File: src/rtl/cl_pkg.sv
package cl_pkg;

    localparam int DATA_W = 32;
    localparam int FA_W   = DATA_W - 2;

    typedef struct packed {
        logic              ctl;
        logic [DATA_W-1:0] data;
    } word_t;

    typedef enum logic [1:0] {
        ST_IDLE,
        ST_WAIT_DATA,
        ST_LINE
    } state_t;

    function automatic logic [DATA_W-1:0] init_word(input int unsigned i);
        return {16'hC0DE, i[15:0]};
    endfunction

endpackage

File: src/rtl/cl_fifo.sv
module cl_fifo #(
    parameter int WIDTH = 33,
    parameter int DEPTH = 16
) (
    input  logic             clk,
    input  logic             rst,
    input  logic             push,
    input  logic [WIDTH-1:0] din,
    input  logic             pop,
    output logic [WIDTH-1:0] dout,
    output logic             full,
    output logic             empty
);
    localparam int PW = (DEPTH > 1) ? $clog2(DEPTH) : 1;
    localparam int CW = $clog2(DEPTH + 1);

    logic [WIDTH-1:0] store [DEPTH];
    logic [PW-1:0]    wptr, rptr;
    logic [CW-1:0]    cnt;
    logic             do_push, do_pop;

    assign full    = (cnt == CW'(DEPTH));
    assign empty   = (cnt == '0);
    assign do_push = push && !full;
    assign do_pop  = pop && !empty;
    assign dout    = store[rptr];

    always_ff @(posedge clk) begin
        if (do_push) store[wptr] <= din;
    end

    always_ff @(posedge clk) begin
        if (rst) begin
            wptr <= '0;
            rptr <= '0;
            cnt  <= '0;
        end else begin
            if (do_push) wptr <= (wptr == PW'(DEPTH - 1)) ? '0 : wptr + 1'b1;
            if (do_pop)  rptr <= (rptr == PW'(DEPTH - 1)) ? '0 : rptr + 1'b1;
            case ({do_push, do_pop})
                2'b10:   cnt <= cnt + 1'b1;
                2'b01:   cnt <= cnt - 1'b1;
                default: cnt <= cnt;
            endcase
        end
    end
endmodule

File: src/rtl/cl_store.sv
module cl_store
    import cl_pkg::*;
#(
    parameter int MEM_WORDS = 16,
    parameter int AW        = $clog2(MEM_WORDS)
) (
    input  logic              clk,
    input  logic              rst,
    input  logic              we,
    input  logic [AW-1:0]     waddr,
    input  logic [DATA_W-1:0] wdata,
    input  logic [AW-1:0]     raddr,
    output logic [DATA_W-1:0] rdata
);
    logic [DATA_W-1:0] words [MEM_WORDS];

    assign rdata = words[raddr];

    always_ff @(posedge clk) begin
        if (rst) begin
            for (int i = 0; i < MEM_WORDS; i++) words[i] <= init_word(i);
        end else if (we) begin
            words[waddr] <= wdata;
        end
    end
endmodule

File: src/rtl/cl_ctrl.sv
module cl_ctrl
    import cl_pkg::*;
#(
    parameter int LINE_WORDS = 4,
    parameter int MEM_WORDS  = 16,
    parameter int AW         = $clog2(MEM_WORDS)
) (
    input  logic              clk,
    input  logic              rst,
    input  logic              acc_empty,
    input  word_t             acc_head,
    output logic              acc_pop,
    input  logic              rdq_full,
    output logic              rdq_push,
    output word_t             rdq_din,
    output logic              mem_we,
    output logic [AW-1:0]     mem_waddr,
    output logic [DATA_W-1:0] mem_wdata,
    output logic [AW-1:0]     mem_raddr,
    input  logic [DATA_W-1:0] mem_rdata
);
    localparam int           OFF_W = (LINE_WORDS > 1) ? $clog2(LINE_WORDS) : 1;
    localparam logic [AW-1:0] MASK = AW'(LINE_WORDS - 1);

    state_t           state;
    logic [AW-1:0]    base;
    logic [OFF_W-1:0] idx;
    logic             ok;

    logic [FA_W-1:0]  head_wa;
    logic             head_in;
    logic [AW-1:0]    cur;

    assign head_wa = acc_head.data[DATA_W-1:2];
    assign head_in = head_wa < FA_W'(MEM_WORDS);

    // critical word first, wrapping inside the aligned line
    assign cur       = (base & ~MASK) | ((base + AW'(idx)) & MASK);
    assign mem_raddr = cur;

    assign acc_pop  = (state != ST_LINE) && !acc_empty;
    assign rdq_push = (state == ST_LINE) && !rdq_full;

    always_comb begin
        rdq_din.ctl  = ok;
        rdq_din.data = ok ? mem_rdata : '0;
    end

    assign mem_we    = (state == ST_WAIT_DATA) && acc_pop && !acc_head.ctl && ok;
    assign mem_waddr = base;
    assign mem_wdata = acc_head.data;

    always_ff @(posedge clk) begin
        if (rst) begin
            state <= ST_IDLE;
            base  <= '0;
            idx   <= '0;
            ok    <= 1'b0;
        end else begin
            case (state)
                ST_IDLE, ST_WAIT_DATA: begin
                    if (acc_pop) begin
                        if (acc_head.ctl) begin
                            base  <= head_wa[AW-1:0];
                            ok    <= head_in;
                            idx   <= '0;
                            state <= acc_head.data[0] ? ST_WAIT_DATA : ST_LINE;
                        end else begin
                            state <= ST_IDLE;
                        end
                    end
                end
                ST_LINE: begin
                    if (rdq_push) begin
                        idx <= idx + 1'b1;
                        if (idx == OFF_W'(LINE_WORDS - 1)) state <= ST_IDLE;
                    end
                end
                default: state <= ST_IDLE;
            endcase
        end
    end
endmodule

File: src/rtl/cl_line_slave.sv
module cl_line_slave
    import cl_pkg::*;
#(
    parameter int LINE_WORDS = 4,
    parameter int MEM_WORDS  = 16,
    parameter int QDEPTH     = 16
) (
    input  logic        clk,
    input  logic        rst,
    input  logic        acc_write,
    input  logic        acc_ctl,
    input  logic [31:0] acc_data,
    output logic        acc_full,
    input  logic        rd_read,
    output logic        rd_ctl,
    output logic [31:0] rd_data,
    output logic        rd_exists
);
    localparam int AW = $clog2(MEM_WORDS);
    localparam int WW = $bits(word_t);

    word_t             acc_in, acc_head, rdq_din, rd_head;
    logic              acc_empty, acc_pop;
    logic              rdq_push, rdq_full, rdq_empty;
    logic              mem_we;
    logic [AW-1:0]     mem_waddr, mem_raddr;
    logic [DATA_W-1:0] mem_wdata, mem_rdata;

    assign acc_in.ctl  = acc_ctl;
    assign acc_in.data = acc_data;

    cl_fifo #(.WIDTH(WW), .DEPTH(QDEPTH)) u_accq (
        .clk(clk), .rst(rst),
        .push(acc_write), .din(acc_in),
        .pop(acc_pop), .dout(acc_head),
        .full(acc_full), .empty(acc_empty)
    );

    cl_ctrl #(.LINE_WORDS(LINE_WORDS), .MEM_WORDS(MEM_WORDS), .AW(AW)) u_ctrl (
        .clk(clk), .rst(rst),
        .acc_empty(acc_empty), .acc_head(acc_head), .acc_pop(acc_pop),
        .rdq_full(rdq_full), .rdq_push(rdq_push), .rdq_din(rdq_din),
        .mem_we(mem_we), .mem_waddr(mem_waddr), .mem_wdata(mem_wdata),
        .mem_raddr(mem_raddr), .mem_rdata(mem_rdata)
    );

    cl_store #(.MEM_WORDS(MEM_WORDS), .AW(AW)) u_store (
        .clk(clk), .rst(rst),
        .we(mem_we), .waddr(mem_waddr), .wdata(mem_wdata),
        .raddr(mem_raddr), .rdata(mem_rdata)
    );

    cl_fifo #(.WIDTH(WW), .DEPTH(QDEPTH)) u_rdq (
        .clk(clk), .rst(rst),
        .push(rdq_push), .din(rdq_din),
        .pop(rd_read), .dout(rd_head),
        .full(rdq_full), .empty(rdq_empty)
    );

    assign rd_ctl    = rd_head.ctl;
    assign rd_data   = rd_head.data;
    assign rd_exists = !rdq_empty;
endmodule

File: config.mk
export PLATFORM = sky130hd
export DESIGN_NAME = cl_line_slave
export DESIGN_NICKNAME = d
export VERILOG_FILES = /design/src/rtl/cl_pkg.sv /design/src/rtl/cl_fifo.sv /design/src/rtl/cl_store.sv /design/src/rtl/cl_ctrl.sv /design/src/rtl/cl_line_slave.sv
export SDC_FILE = /design/constraint.sdc
export NUM_CORES = 2
export LEC_CHECK = 0
export BUFFER_PORTS_ARGS = -buffer_cell sky130_fd_sc_hd__buf_4
export CAP_MARGIN = 10
export CORE_ASPECT_RATIO = 1.1
export CORE_MARGIN = 3
export CORE_UTILIZATION = 50
export CTS_CLUSTER_DIAMETER = 100
export DETAILED_ROUTE_END_ITERATION = 10
export PLACE_DENSITY = 0.65
export SYNTH_ARGS = -nofsm -noshare
export SYNTH_HDL_FRONTEND = slang
export SYNTH_SLANG_ARGS = --single-unit
File: constraint.sdc
create_clock -name clk -period 8.85 [get_ports clk]
set_input_delay 1.77 -clock clk [delete_from_list [all_inputs] [get_ports clk]]
set_output_delay 1.77 -clock clk [all_outputs]
set_load 0.03 [all_outputs]
==> run metrics <==
count of nets after finishing 3368; fraction of power consumed by sequential logic 43.9%; Post-Place Setup Slack 3.49 ns; Critical Path Start Type flop; First DRT Iteration DRCs 2913; pwr/cell area 280 mW/mm^2; sum of routed wire length over all layers 139000 um; count of synthesis-stage warnings from yosys 0; via count 30540; aggregate global routing overflow 0; Routed WL per cell 27.3 um; Unique masters post-synth 42; DIE AREA 0.132 mm^2; crit path kind reg -> out; hold worst-path end u_ctrl.mem_waddr[1]; Gate Count Post-Synth 3216; buffers inserted by post-CTS timing repair 0; Final Max Slew Viols 0; Net Count, Synth 3275; Total Negative Setup Slacks 0 ns; Root Buffer Master sky130_fd_sc_hd__clkbuf_16; EDFF count, synth 1568; count of buffers inserted at the top-level ports 71; latest clock arrival within the worst-skew pair 0.75 ns; remaining antenna violation count after routing 0; sequential element share of the synthesized area 75.3%; Pre-Repair DR Iteration Count 5; post-route clock skew 0.0219 ns; setup violation total in the final timing report 0; overall global routing resource usage 21.2%; initial antenna violation count 5; relative max-transition margin 20.8%; flop and latch count out of synthesis 1611; CP endpoint kind primary output; time the worst path needs with I/O delays and setup 5.63 ns; endpoint of the worst register-to-register path u_store.words[7][4]; H-tree depth reported by CTS 4; vertical extent of the die 380 um; critical path, cell by cell buf_4 > mux4_2 > mux4_2 > buf_4; # DRC 0; placed insts 4805; Worst Path Arrival 3.86 ns; final instance count without filler cells 5088; cell taking the most area after synthesis sky130_fd_sc_hd__edfxtp_1; effective utilization at floorplan 50.7%; core region area 0.126 mm^2; total clock buffers created by CTS 158; leakage power summed over all cells 20.7 nW; first-pass GRT wire length 206000 um; worst path setup slack after routing 3.22 ns; worst reg2reg path depth 6; clock input transition at the sequential cells of the worst setup and hold paths 0.06 ns; clock tree from TritonCTS done; count of pins on the block boundary 72; crit path max-delay cell type sky130_fd_sc_hd__dfxtp_4; synth top area cells sky130_fd_sc_hd__edfxtp_1 74%, sky130_fd_sc_hd__mux4_2 16%, sky130_fd_sc_hd__nor2_1 2.6%; maximum VDD drop 232 uV; Worst Hold Depth 2; CTS sink cnt 1611; layout cells sized above 1 26.3%; internal power 14.3 mW; Worst Max-Slew Pin Slew 1.19 ns; Achievable Freq 177 MHz; final hold viol count 0; maximum number of pins on one net before global-route repair 129; path category of the worst min-delay check reg -> reg; Psw 5.70 mW; Comb pwr share 23.7%; maximum net fanout on the critical path 74; result of the run completed; post-route clock period utilization 63.7%; Detail Placement HPWL 78500 um; vias in the first global route 31824; die width 346 um; vias per cell 6.00; syn avg cell area 19.8 um^2; number of buffers on the longest clock path 3; post-synthesis to final-layout area growth 12.1%; internal reg-to-reg setup slack 3.65 ns; startpoint of the worst hold path u_ctrl.mem_waddr[1]; CP peak stage delay 0.91 ns; number of hold buffers added after cts 0; fraction of power consumed by the clock network 32.4%; area of the mapped netlist 0.0637 mm^2; fraction of post-synthesis cell area in the top cell type by area 73.9%; Final Wtd Congestion 0.789; max-cap check violation count 0; Cell Rows 136; sw frac 28.6%; library cell with the highest instance count after synthesis sky130_fd_sc_hd__edfxtp_1; required time reported for the critical path endpoint 7.08 ns; RSZ-0062 raised after global routing no; top flip-flop cell by instance count after synthesis sky130_fd_sc_hd__edfxtp_1; share of synthesized registers carrying an async set or reset 0%; commonest cells in the netlist 1568 x sky130_fd_sc_hd__edfxtp_1, 458 x sky130_fd_sc_hd__mux4_2, 447 x sky130_fd_sc_hd__nor2_1; count of cells resized by post-cts repair 0
[worst max path at each step]
stage,depth (start not counted),from,slack (ns),to
floorplan,4,acc_write,3.80,u_accq.store[3][0]
global placement,6,rst,3.65,u_store.words[7][13]
detailed placement,6,rst,3.49,u_store.words[7][8]
CTS,4,flop,3.13,rd_data[8]
global route,4,flop,3.05,rd_data[4]
finish,4,flop,3.22,rd_data[8]
[worst max-delay path: cells and delay by family (launching register included)]
kind / cells / cell delay [ns]
DFF: 1 / 0.91
buffers and inverters: 2 / 1.10
muxes: 2 / 0.95
[per-layer routing]
metal	vias to the layer above	global-route usage (%)	wire [um]
met5	-	0	41
met1	16158	28.2	55100
li1	13044	-	-
met2	1078	36.4	71800
met3	254	3.45	8440
met4	6	6.13	3450
[final cells by class]
type | instances | area, um^2
Antenna cell | 1 | 2.50
Clock buffer | 196 | 4200
Clock inverter | 86 | 796
Fill cell | 9085 | 54300
Inverter | 16 | 60.1
Multi-Input combinational cell | 1379 | 15200
Sequential cell | 1611 | 48000
Tap cell | 1656 | 2070
Timing Repair Buffer | 143 | 1100
[layout by cell type (no fill, tap or decap), drive strengths merged, types with 2 or more instances in the layout]
| master | n |
|---|---|
| edfxtp | 1568 |
| mux4 | 458 |
| nor2 | 450 |
| clkbuf | 196 |
| nand2 | 195 |
| buf | 143 |
| clkinv | 66 |
| a22o | 50 |
| dfxtp | 43 |
| and2 | 36 |
| a21oi | 28 |
| nand2b | 25 |
| nor3 | 21 |
| ha | 20 |
| inv | 20 |
| mux2i | 15 |
| bufinv | 11 |
| xor2 | 10 |
| nor2b | 9 |
| nand3 | 8 |
| mux2 | 6 |
| nand4 | 6 |
| o21ai | 6 |
| clkinvlp | 5 |
| xnor2 | 5 |
| nand3b | 4 |
| or3 | 4 |
| nor4 | 3 |
| and3 | 3 |
| a31oi | 3 |
| nor3b | 3 |
| or4 | 3 |
| a221oi | 2 |
| a21o | 2 |
| fa | 2 |
[stage by stage]
step                      utilization, %  power (mW)  instance area [um^2]  hold slack (ns)
final                               56.8        20.0                 71400            0.510
after global routing                56.8        20.7                 71400            0.546
after CTS                           56.8        20.1                 71400            0.515
after detailed placement            52.8        13.7                 66400            0.501
after global placement              52.8        13.6                 66400            0.470
after floorplan                        -        12.2                 63700            0.472
[power by group through the flow]
stage	sequential, mW	combinational (mW)	clock [mW]
6_report	8.77	4.73	6.46
5_1_grt	8.80	5.03	6.89
4_1_cts	8.78	4.79	6.58
3_5_place_dp	8.94	4.78	0
3_3_place_gp	8.92	4.68	0
2_1_floorplan	8.79	3.40	0
[cells by family (layout without fill, tap and decap cells)]
kind of cell	after synthesis	after routing	synth area share (%)
AOI/OAI and AO/OA	92	92	1.07
xor gates and xnor gates	15	15	0.206
muxes	479	479	16.5
buffers and inverters	226	441	1.37
DFF	1611	1611	75.3
other	0	1	0
and+or+nand+nor	771	771	5.11
adders and majority gates	22	22	0.456
[sequential cells by signal (all words and copies together) (netlist names), named ones only]
name,count
u_ctrl.mem_waddr,4
u_store.words,512
u_accq.store,528
u_ctrl.state,2
u_accq.cnt,5
u_accq.wptr,4
u_rdq.wptr,4
u_ctrl.ok,1
u_accq.rptr,4
u_ctrl.idx,2
u_rdq.cnt,5
u_rdq.store,528
u_rdq.rptr,4
(Power assumes the default switching activity.)
